## config.mk

```make
export PLATFORM = sky130hd
export DESIGN_NAME = ptp_tod_clock
export DESIGN_NICKNAME = d
export VERILOG_FILES = /design/src/rtl/ptp_tod_pkg.sv /design/src/rtl/ptp_tick_adv.sv /design/src/rtl/ptp_step_unit.sv /design/src/rtl/ptp_phase_cnt.sv /design/src/rtl/ptp_tod_clock.sv
export SDC_FILE = /design/constraint.sdc
export NUM_CORES = 1
export LEC_CHECK = 0
export BUFFER_PORTS_ARGS = -buffer_cell sky130_fd_sc_hd__clkbuf_2
export CORE_MARGIN = 2
export CORE_UTILIZATION = 62
export CTS_CLUSTER_DIAMETER = 100
export DETAILED_ROUTE_END_ITERATION = 6
export PLACE_DENSITY_LB_ADDON = 0.3
export SETUP_SLACK_MARGIN = 0.15
export SLEW_MARGIN = 15
export SYNTH_ARGS = -nofsm -noshare
export SYNTH_HDL_FRONTEND = slang
export SYNTH_SLANG_ARGS = --single-unit
```

## constraint.sdc

```tcl
create_clock -name clk_i -period 15.8 [get_ports clk_i]
set_input_delay 0.79 -clock clk_i [delete_from_list [all_inputs] [get_ports clk_i]]
set_output_delay 0.79 -clock clk_i [all_outputs]
set_load 0.1 [all_outputs]
```

## src/rtl/ptp_tod_pkg.sv

```systemverilog
package ptp_tod_pkg;
  localparam int SEC_W = 32;
  localparam int NS_W  = 30;
  localparam logic [NS_W:0] NS_PER_SEC = 31'd1_000_000_000;

  typedef struct packed {
    logic [SEC_W-1:0] sec;
    logic [NS_W-1:0]  ns;
  } tod_t;
endpackage

```

## src/rtl/ptp_tick_adv.sv

```systemverilog
module ptp_tick_adv
  import ptp_tod_pkg::*;
#(
  parameter int FRAC_W = 32,
  parameter int RATE_W = 30,
  parameter int INC_NS = 40
) (
  input  tod_t              tod_i,
  input  logic [FRAC_W-1:0] frac_i,
  input  logic              adv_i,
  input  logic              trim_en_i,
  input  logic              trim_up_i,
  input  logic [RATE_W-1:0] trim_mag_i,
  output tod_t              tod_o,
  output logic [FRAC_W-1:0] frac_o
);
  localparam int PAD_W = FRAC_W + 1 - RATE_W;

  logic [FRAC_W:0] frac_ext;
  logic [FRAC_W:0] mag_ext;
  logic [FRAC_W:0] fsum;
  logic [NS_W:0]   inc;
  logic [NS_W:0]   ns_sum;

  assign frac_ext = {1'b0, frac_i};
  assign mag_ext  = {{PAD_W{1'b0}}, trim_mag_i};

  always_comb begin
    fsum   = frac_ext;
    inc    = '0;
    frac_o = frac_i;
    if (adv_i) begin
      inc = (NS_W+1)'(INC_NS);
      if (trim_en_i) begin
        // top bit of fsum is the carry (up) or borrow (down)
        if (trim_up_i) begin
          fsum = frac_ext + mag_ext;
          inc  = inc + (NS_W+1)'(fsum[FRAC_W]);
        end else begin
          fsum = frac_ext - mag_ext;
          inc  = inc - (NS_W+1)'(fsum[FRAC_W]);
        end
        frac_o = fsum[FRAC_W-1:0];
      end
    end
  end

  always_comb begin
    ns_sum = {1'b0, tod_i.ns} + inc;
    tod_o  = tod_i;
    if (ns_sum >= NS_PER_SEC) begin
      ns_sum    = ns_sum - NS_PER_SEC;
      tod_o.sec = tod_i.sec + 1'b1;
    end
    tod_o.ns = ns_sum[NS_W-1:0];
  end
endmodule

```

## src/rtl/ptp_step_unit.sv

```systemverilog
module ptp_step_unit
  import ptp_tod_pkg::*;
(
  input  tod_t             tod_i,
  input  logic [SEC_W-1:0] off_sec_i,
  input  logic [NS_W-1:0]  off_ns_i,
  input  logic             add_i,
  output tod_t             tod_o
);
  logic [NS_W:0] ns_t;

  always_comb begin
    tod_o = tod_i;
    if (add_i) begin
      ns_t = {1'b0, tod_i.ns} + {1'b0, off_ns_i};
      if (ns_t >= NS_PER_SEC) begin
        ns_t      = ns_t - NS_PER_SEC;
        tod_o.sec = tod_i.sec + off_sec_i + 1'b1;
      end else begin
        tod_o.sec = tod_i.sec + off_sec_i;
      end
    end else begin
      ns_t = {1'b0, tod_i.ns} - {1'b0, off_ns_i};
      if (ns_t[NS_W]) begin
        ns_t      = ns_t + NS_PER_SEC;
        tod_o.sec = tod_i.sec - off_sec_i - 1'b1;
      end else begin
        tod_o.sec = tod_i.sec - off_sec_i;
      end
    end
    tod_o.ns = ns_t[NS_W-1:0];
  end
endmodule

```

## src/rtl/ptp_phase_cnt.sv

```systemverilog
module ptp_phase_cnt #(
  parameter int PHASE_W = 3
) (
  input  logic               clk_i,
  input  logic               rst_ni,
  input  logic               tick_i,
  output logic [PHASE_W-1:0] phase_o
);
  always_ff @(posedge clk_i or negedge rst_ni) begin
    if (!rst_ni)               phase_o <= '0;
    else if (tick_i)           phase_o <= '0;
    else if (phase_o != '1)    phase_o <= phase_o + 1'b1;
  end


  tick_clears_phase_chk: assert property (@(posedge clk_i) disable iff (!rst_ni)
    tick_i |=> (phase_o == '0));
endmodule

```

## src/rtl/ptp_tod_clock.sv

```systemverilog
module ptp_tod_clock
  import ptp_tod_pkg::*;
#(
  parameter int FRAC_W  = 32,
  parameter int RATE_W  = 30,
  parameter int INC_NS  = 40,
  parameter int PHASE_W = 3
) (
  input  logic               clk_i,
  input  logic               rst_ni,
  input  logic               tick_i,
  input  logic               run_en_i,
  input  logic               trim_en_i,
  input  logic               trim_up_i,
  input  logic [RATE_W-1:0]  trim_mag_i,
  input  logic [SEC_W-1:0]   set_sec_i,
  input  logic [NS_W-1:0]    set_ns_i,
  input  logic               load_i,
  input  logic               step_i,
  input  logic               step_add_i,
  input  logic               snap_i,
  output logic [SEC_W-1:0]   now_sec_o,
  output logic [NS_W-1:0]    now_ns_o,
  output logic [SEC_W-1:0]   snap_sec_o,
  output logic [NS_W-1:0]    snap_ns_o,
  output logic [PHASE_W-1:0] snap_phase_o
);
  tod_t              tod_q, tod_d, tod_adv, tod_stp;
  logic [FRAC_W-1:0] frac_q, frac_d, frac_adv;
  logic [PHASE_W-1:0] phase;
  logic              adv;

  assign adv = tick_i & run_en_i;

  ptp_tick_adv #(.FRAC_W(FRAC_W), .RATE_W(RATE_W), .INC_NS(INC_NS)) u_adv (
    .tod_i(tod_q), .frac_i(frac_q), .adv_i(adv),
    .trim_en_i(trim_en_i), .trim_up_i(trim_up_i), .trim_mag_i(trim_mag_i),
    .tod_o(tod_adv), .frac_o(frac_adv)
  );

  ptp_step_unit u_step (
    .tod_i(tod_adv), .off_sec_i(set_sec_i), .off_ns_i(set_ns_i),
    .add_i(step_add_i), .tod_o(tod_stp)
  );

  ptp_phase_cnt #(.PHASE_W(PHASE_W)) u_phase (
    .clk_i(clk_i), .rst_ni(rst_ni), .tick_i(tick_i), .phase_o(phase)
  );

  always_comb begin
    tod_d  = tod_adv;
    frac_d = frac_adv;
    if (load_i) begin
      tod_d.sec = set_sec_i;
      tod_d.ns  = set_ns_i;
      frac_d    = '0;
    end else if (step_i) begin
      tod_d = tod_stp;
    end
  end

  always_ff @(posedge clk_i or negedge rst_ni) begin
    if (!rst_ni) begin
      tod_q  <= '0;
      frac_q <= '0;
    end else begin
      tod_q  <= tod_d;
      frac_q <= frac_d;
    end
  end

  always_ff @(posedge clk_i or negedge rst_ni) begin
    if (!rst_ni) begin
      snap_sec_o   <= '0;
      snap_ns_o    <= '0;
      snap_phase_o <= '0;
    end else if (snap_i) begin
      snap_sec_o   <= tod_q.sec;
      snap_ns_o    <= tod_q.ns;
      snap_phase_o <= phase;
    end
  end

  assign now_sec_o = tod_q.sec;
  assign now_ns_o  = tod_q.ns;


  ns_range_chk: assert property (@(posedge clk_i) disable iff (!rst_ni)
    tod_q.ns < NS_PER_SEC);


  idle_hold_chk: assert property (@(posedge clk_i) disable iff (!rst_ni)
    (!adv && !load_i && !step_i) |=> ($stable(tod_q) && $stable(frac_q)));


  load_take_chk: assert property (@(posedge clk_i) disable iff (!rst_ni)
    load_i |=> (tod_q.sec == $past(set_sec_i) && tod_q.ns == $past(set_ns_i)
                && frac_q == '0));


  snap_take_chk: assert property (@(posedge clk_i) disable iff (!rst_ni)
    snap_i |=> (snap_sec_o == $past(tod_q.sec) && snap_ns_o == $past(tod_q.ns)));


  snap_hold_chk: assert property (@(posedge clk_i) disable iff (!rst_ni)
    !snap_i |=> ($stable(snap_sec_o) && $stable(snap_ns_o) && $stable(snap_phase_o)));
endmodule

```

# --- Yosys cells after proc, flatten, opt, wreduce, memory -nomap -nowiden ---
# Index checks and enable logic that the tools add are counted.
word_totals:
  reg_bits: 162
  inputBits: 102
  output_inout_bits: 127
  elab_cells: 50
op_classes:
  addsub: 16
  n_lt_le_gt_ge: 2
  eq_ne: 1
  mux: 19
  n_bitwise: 1
  reduce_logical: 4
ops:
  columns: ["op", "count"]
  rows:
  - ["32-bit 2-to-1 mux", 8]
  - ["62-bit 2-to-1 mux", 2]
  - ["30-bit 2-to-1 mux", 4]
  - ["31-bit 2-to-1 mux", 3]
  - ["32-bit by 1-bit adder with 32-bit output, second input constant", 2]
  - ["31-bit by 30-bit greater-or-equal comparator with 1-bit output, second input constant", 2]
  - ["30-bit subtractor, second input constant", 2]
  - ["32-bit by 30-bit adder with 33-bit output", 1]
  - ["32-bit by 30-bit subtractor with 33-bit output", 1]
  - ["32-bit adder", 1]
  - ["32-bit by 1-bit subtractor with 32-bit output, second input constant", 1]
  - ["32-bit subtractor", 1]
  - ["30-bit by 30-bit adder with 31-bit output", 1]
  - ["30-bit by 31-bit adder with 31-bit output", 1]
  - ["30-bit by 30-bit subtractor with 31-bit output", 1]
  - ["30-bit adder, second input constant", 1]
  - ["6-bit by 1-bit adder with 7-bit output, first input constant", 1]
  - ["6-bit by 1-bit subtractor with 7-bit output, first input constant", 1]
  - ["3-bit 2-to-1 mux", 2]
  - ["2-bit nonzero test", 3]
  - ["3-bit by 1-bit adder with 3-bit output, second input constant", 1]
  - ["3-bit inequality test, second input constant", 1]
  - ["2-bit AND reduction", 1]
  - ["1-bit AND", 1]

# --- Depth between registers and ports, before layout ---
depth:
  ltp_word: 14
  depth_mapped: 58
  mapped_depth_nobuf: 55

# --- Hierarchy ---
# A second synthesis with hierarchy kept.
hier_totals:
  hier_cells: 3009
  hier_area_um2: 23277.3
modules_own_cells:
  columns: ["module", "instances", "cells_per_inst", "area_per_inst_um2", "seq_area_each_um2"]
  rows:
  - ["ptp_step_unit", 1, 1669, 11048.1, 0.0]
  - ["ptp_tod_clock", 1, 474, 6526.3, 3978.8]
  - ["ptp_tick_adv", 1, 855, 5562.8, 0.0]
  - ["ptp_phase_cnt", 1, 11, 140.1, 75.1]

# --- Worst setup path before layout ---
# OpenSTA, ideal clock, no wires.
synth_timing:
  path_kind: "in2reg"
  start: "in trim_mag_i[2]"
  end: "reg tod_q, in the netlist now_sec_o[31]"
  setup_time_ns: 0.065
  t_arrival_ns: 11.875
  required_ns: 15.735
  slack_ns: 3.860
  cell_stages: 53
  path_buffers: 0
  cell_sequence: "inv_1 -> ha_1 -> inv_1 -> a21oi_1 -> o21bai_1 -> a21oi_1 -> o21bai_1 -> a21oi_1 -> o21ai_0 -> o21ai_0 -> o22a_1 -> a221oi_1 -> a21oi_1 -> o41ai_1 -> a21oi_1 -> nand4b_1 -> a21oi_1 -> ha_1 -> [... 17 more ...] -> xnor2_1 -> ha_1 -> inv_2 -> o311a_1 -> a21oi_1 -> xnor2_4 -> nand2_1 -> or4_4 -> or3_4 -> or4b_4 -> or4b_4 -> nor4_4 -> nand4_1 -> mux2_4 -> nor2_4 -> nand2_1 -> a2111oi_1 -> a211o_1"
synth_rtl:
  columns: ["element", "line", "rtl"]
  rows:
  - ["from (decl)", "ptp_tod_clock.sv:15", "input logic [RATE_W-1:0] trim_mag_i,"]
  - ["to (signal assigned)", "ptp_tod_clock.sv:67", "tod_q <= tod_d;"]
  - ["to (decl)", "ptp_tod_clock.sv:28", "tod_t tod_q, tod_d, tod_adv, tod_stp;"]

==> impl_metrics.py <==
metrics = {
    "floorplanning": {
        "start_util": 0.632,
        "die_y_um": 192,
        "placementRows": 68,
        "core_mm2": 0.0346,
        "io_pins": 229,
        "die-area_mm2": 0.0368,
        "die_width_um": 192,
    },
    "worst_setup_path": {
        "regToRegSetupSlack_ns": 1.65,
        "critPathSlowestCell": "nor4bb_1",
        "reg2reg_to": "now_sec_o[31]",
        "crit_required_ns": 16.21,
        "r2r-start": "frac_q[2]",
        "r2r_cells": 54,
        "worstSetupPathType": "input pin to flip-flop",
        "slowest_delay_ns": 0.69,
        "cp_data_arrival_time_ns": 14.63,
        "cp_common_cell": "a21oi_1",
        "worst-path-max-fanout": 9,
        "end_kind": "flip-flop",
        "worstSetupStartpointType": "input pin",
    },
    "global_route": {
        "grt_pass1_vias": 21100,
        "grt_pass1_wl_um": 114000,
        "grt_overflow": 0,
        "grt_antenna_before_repair": 2,
        "grt_usage": 0.391,
        "grt_start_max_net_pins": 109,
    },
    "logic_synthesis": {
        "synth_area_leader_cell": "dfrtp_1",
        "synth_seq_cells": 162,
        "synth_edf_count": 0,
        "synth_nets": 3170,
        "synth-main-ff-cell": "dfrtp_1",
        "avgSynthCellArea_um2": 7.64,
        "yosysMostFrequentCell": "nor2_1",
        "synthTopCellsByCount": "262 x nor2_1, 217 x a21oi_1, 209 x inv_1",
        "ys_types": 105,
        "syn_inst": 2867,
        "synth_top_area_share": 0.185,
        "ys_async_sr_fraction": 1.00,
        "synth_warnings": 0,
        "synthTopCellsByArea": "dfrtp_1 19%, ha_1 11%, xnor2_1 8.1%",
        "netlist_area_mm2": 0.0219,
        "seq_area_frac_synth": 0.185,
    },
    "detailed_routing": {
        "ant_nets": 0,
        "viasPerCell": 6.60,
        "drt-total-wl_um": 73400,
        "drc": 2,
        "first_iter_violations": 2426,
        "wl_per_cell_um": 21.3,
        "drt_pass1_iterations": 7,
        "num_vias": 22800,
    },
    "cts": {
        "numCtsBuffers": 17,
        "clk_pin_slew_ns": 0.08,
        "h-tree-depth": 4,
        "cts_hold_buf": 0,
        "cts_tree": "yes",
        "root_buffer": "clkbuf_16",
        "clkSinkCount": 162,
        "clk_latency_ns": 0.47,
        "cts_resized": 0,
        "clockBufferDepth": 2,
        "cts_setup_buffers": 0,
    },
    "timing": {
        "tightest_slew_ns": 1.14,
        "hold_viol": 0,
        "period_minus_slack_ns": 14.22,
        "setup_tns_ns": 0,
        "setup_viol": 0,
        "fin_skew_ns": 0.0125,
        "min_period_over_period": 0.900,
        "slew-limit-headroom": 0.239,
        "final_max_slew_viol_count": 0,
        "max_freq_mhz": 70.3,
        "rsz0062_at_grt": "no",
    },
    "run_status": {
        "violations": "design-rule violations",
        "outcome": "finished with violations",
    },
    "pwr": {
        "p_leak_nw": 10.5,
        "ir_drop_uv": 181,
        "powerDensity_mw_per_mm2": 205,
    },
    "finish": {
        "instances_no_fill": 3452,
        "antenna_cells": 0,
        "fillers": 2959,
        "regArea_mm2": 0.00405,
        "drive_gt1_frac": 0.138,
        "multiInputGateArea_mm2": 0.0164,
        "fin_util": 0.685,
        "nNetsFinal": 3287,
        "postLayoutCellArea_mm2": 0.0237,
        "areaGrowthSynthToFinish_pct": 8.27,
    },
    "placed_design": {
        "placed_cell_area_mm2": 0.0231,
        "dp_hpwl_um": 56400,
        "dp.cells": 3420,
        "io_buffers": 228,
        "gp_congestion": 1.03,
    },
    "run": {
        "max_cap_viol_count": 0,
    },
    "hold_path": {
        "hold_path_class": "input pin to async pin",
    },
}
==> final cells by class <==
| type | instances | share of cell area |
|---|---|---|
| Multi-Input combinational cell | 2344 | 0.691 |
| Sequential cell | 162 | 0.171 |
| Timing Repair Buffer | 247 | 0.0546 |
| Inverter | 212 | 0.0336 |
| Tap cell | 455 | 0.0240 |
| Clock buffer | 18 | 0.0185 |
| Clock inverter | 14 | 0.00696 |
==> routing by layer <==
| metal | routed length (um) | global-route usage | vias to the layer above |
|---|---|---|---|
| li1 | - | - | 10600 |
| met1 | 31600 | 0.533 | 10800 |
| met2 | 32800 | 0.621 | 1200 |
| met3 | 7060 | 0.0806 | 186 |
| met4 | 2000 | 0.118 | 4 |
| met5 | 17 | 0 | - |
==> metrics by stage <==
| stage | power (mW) | setup slack (ns) | hold slack [ns] |
|---|---|---|---|
| after floorplan | 3.54 | 3.86 | 0.494 |
| after global placement | 4.25 | 1.70 | 0.488 |
| after detailed placement | 4.31 | 1.46 | 0.496 |
| after CTS | 4.77 | 1.83 | 0.511 |
| after global routing | 5.15 | 0.590 | 0.523 |
| final | 4.86 | 1.58 | 0.471 |
==> sequential cells by signal, summed over array words and instances, names as in the netlist <==
register         count
frac_q              32
snap_sec_o          32
now_ns_o            30
snap_phase_o         3
u_phase.phase_o      3
now_sec_o           32
snap_ns_o           30
==> layout by cell type, fill, tap and decap left out, types with 17 or more instances in the layout <==
| cell type | synthesis | final |
|---|---|---|
| a211oi_1 | 61 | 61 |
| a21o_1 | 47 | 47 |
| a21oi_1 | 217 | 217 |
| a31oi_1 | 35 | 35 |
| and2_1 | 17 | 17 |
| and3_1 | 36 | 35 |
| buf_4 | 2 | 21 |
| clkbuf_16 | 0 | 17 |
| clkbuf_2 | 2 | 224 |
| dfrtp_1 | 162 | 162 |
| ha_1 | 195 | 195 |
| inv_1 | 209 | 209 |
| mux2_2 | 71 | 71 |
| mux2i_1 | 23 | 23 |
| nand2_1 | 197 | 197 |
| nand2b_1 | 34 | 34 |
| nand3_1 | 66 | 66 |
| nand4_1 | 29 | 29 |
| nor2_1 | 262 | 262 |
| nor2b_1 | 33 | 33 |
| nor3_1 | 101 | 101 |
| nor4_1 | 21 | 21 |
| o211ai_1 | 37 | 37 |
| o21a_1 | 35 | 35 |
| o21ai_0 | 146 | 146 |
| o21bai_1 | 24 | 24 |
| o31ai_1 | 31 | 31 |
| or3_1 | 36 | 36 |
| xnor2_1 | 203 | 203 |
| xor2_1 | 73 | 73 |
==> critical path, delay by kind of cell <==
| kind | cells | cell delay (ns) |
|---|---|---|
| AO/OA/AOI/OAI | 29 | 7.04 |
| adder cells (fa/ha/maj) | 5 | 1.45 |
| multiplexers | 2 | 0.88 |
| buffers and inverters | 6 | 0.84 |
| AND/OR/NAND/NOR | 12 | 3.17 |
| XOR/XNOR | 2 | 0.42 |
==> where the power goes <==
part           switching (mW)  internal (mW)  total [mW]
clock                   0.208          0.243       0.451
combinational            2.55           1.18        3.73
sequential              0.162          0.515       0.677
total                    2.92           1.94        4.86
==> worst max path at each step <==
stage             startpoint       endpoint  slack, ns
4_1_cts        trim_mag_i[2]  now_sec_o[31]       1.83
3_3_place_gp   trim_mag_i[2]  now_sec_o[31]       1.70
2_1_floorplan  trim_mag_i[2]  now_sec_o[31]       3.86
5_1_grt        trim_mag_i[2]  now_sec_o[31]       0.59
3_5_place_dp   trim_mag_i[2]  now_sec_o[31]       1.46
6_report       trim_mag_i[2]  now_sec_o[31]       1.58
==> kinds of logic after synthesis <==
kind of cell / share of synthesized area
AND/OR/NAND/NOR: 0.207
AO/OA/AOI/OAI: 0.264
buffers and inverters: 0.0666
XOR/XNOR: 0.112
adder cells (fa/ha/maj): 0.117
flip-flops: 0.185
multiplexers: 0.0482
Power figures use the tool's default switching activity.
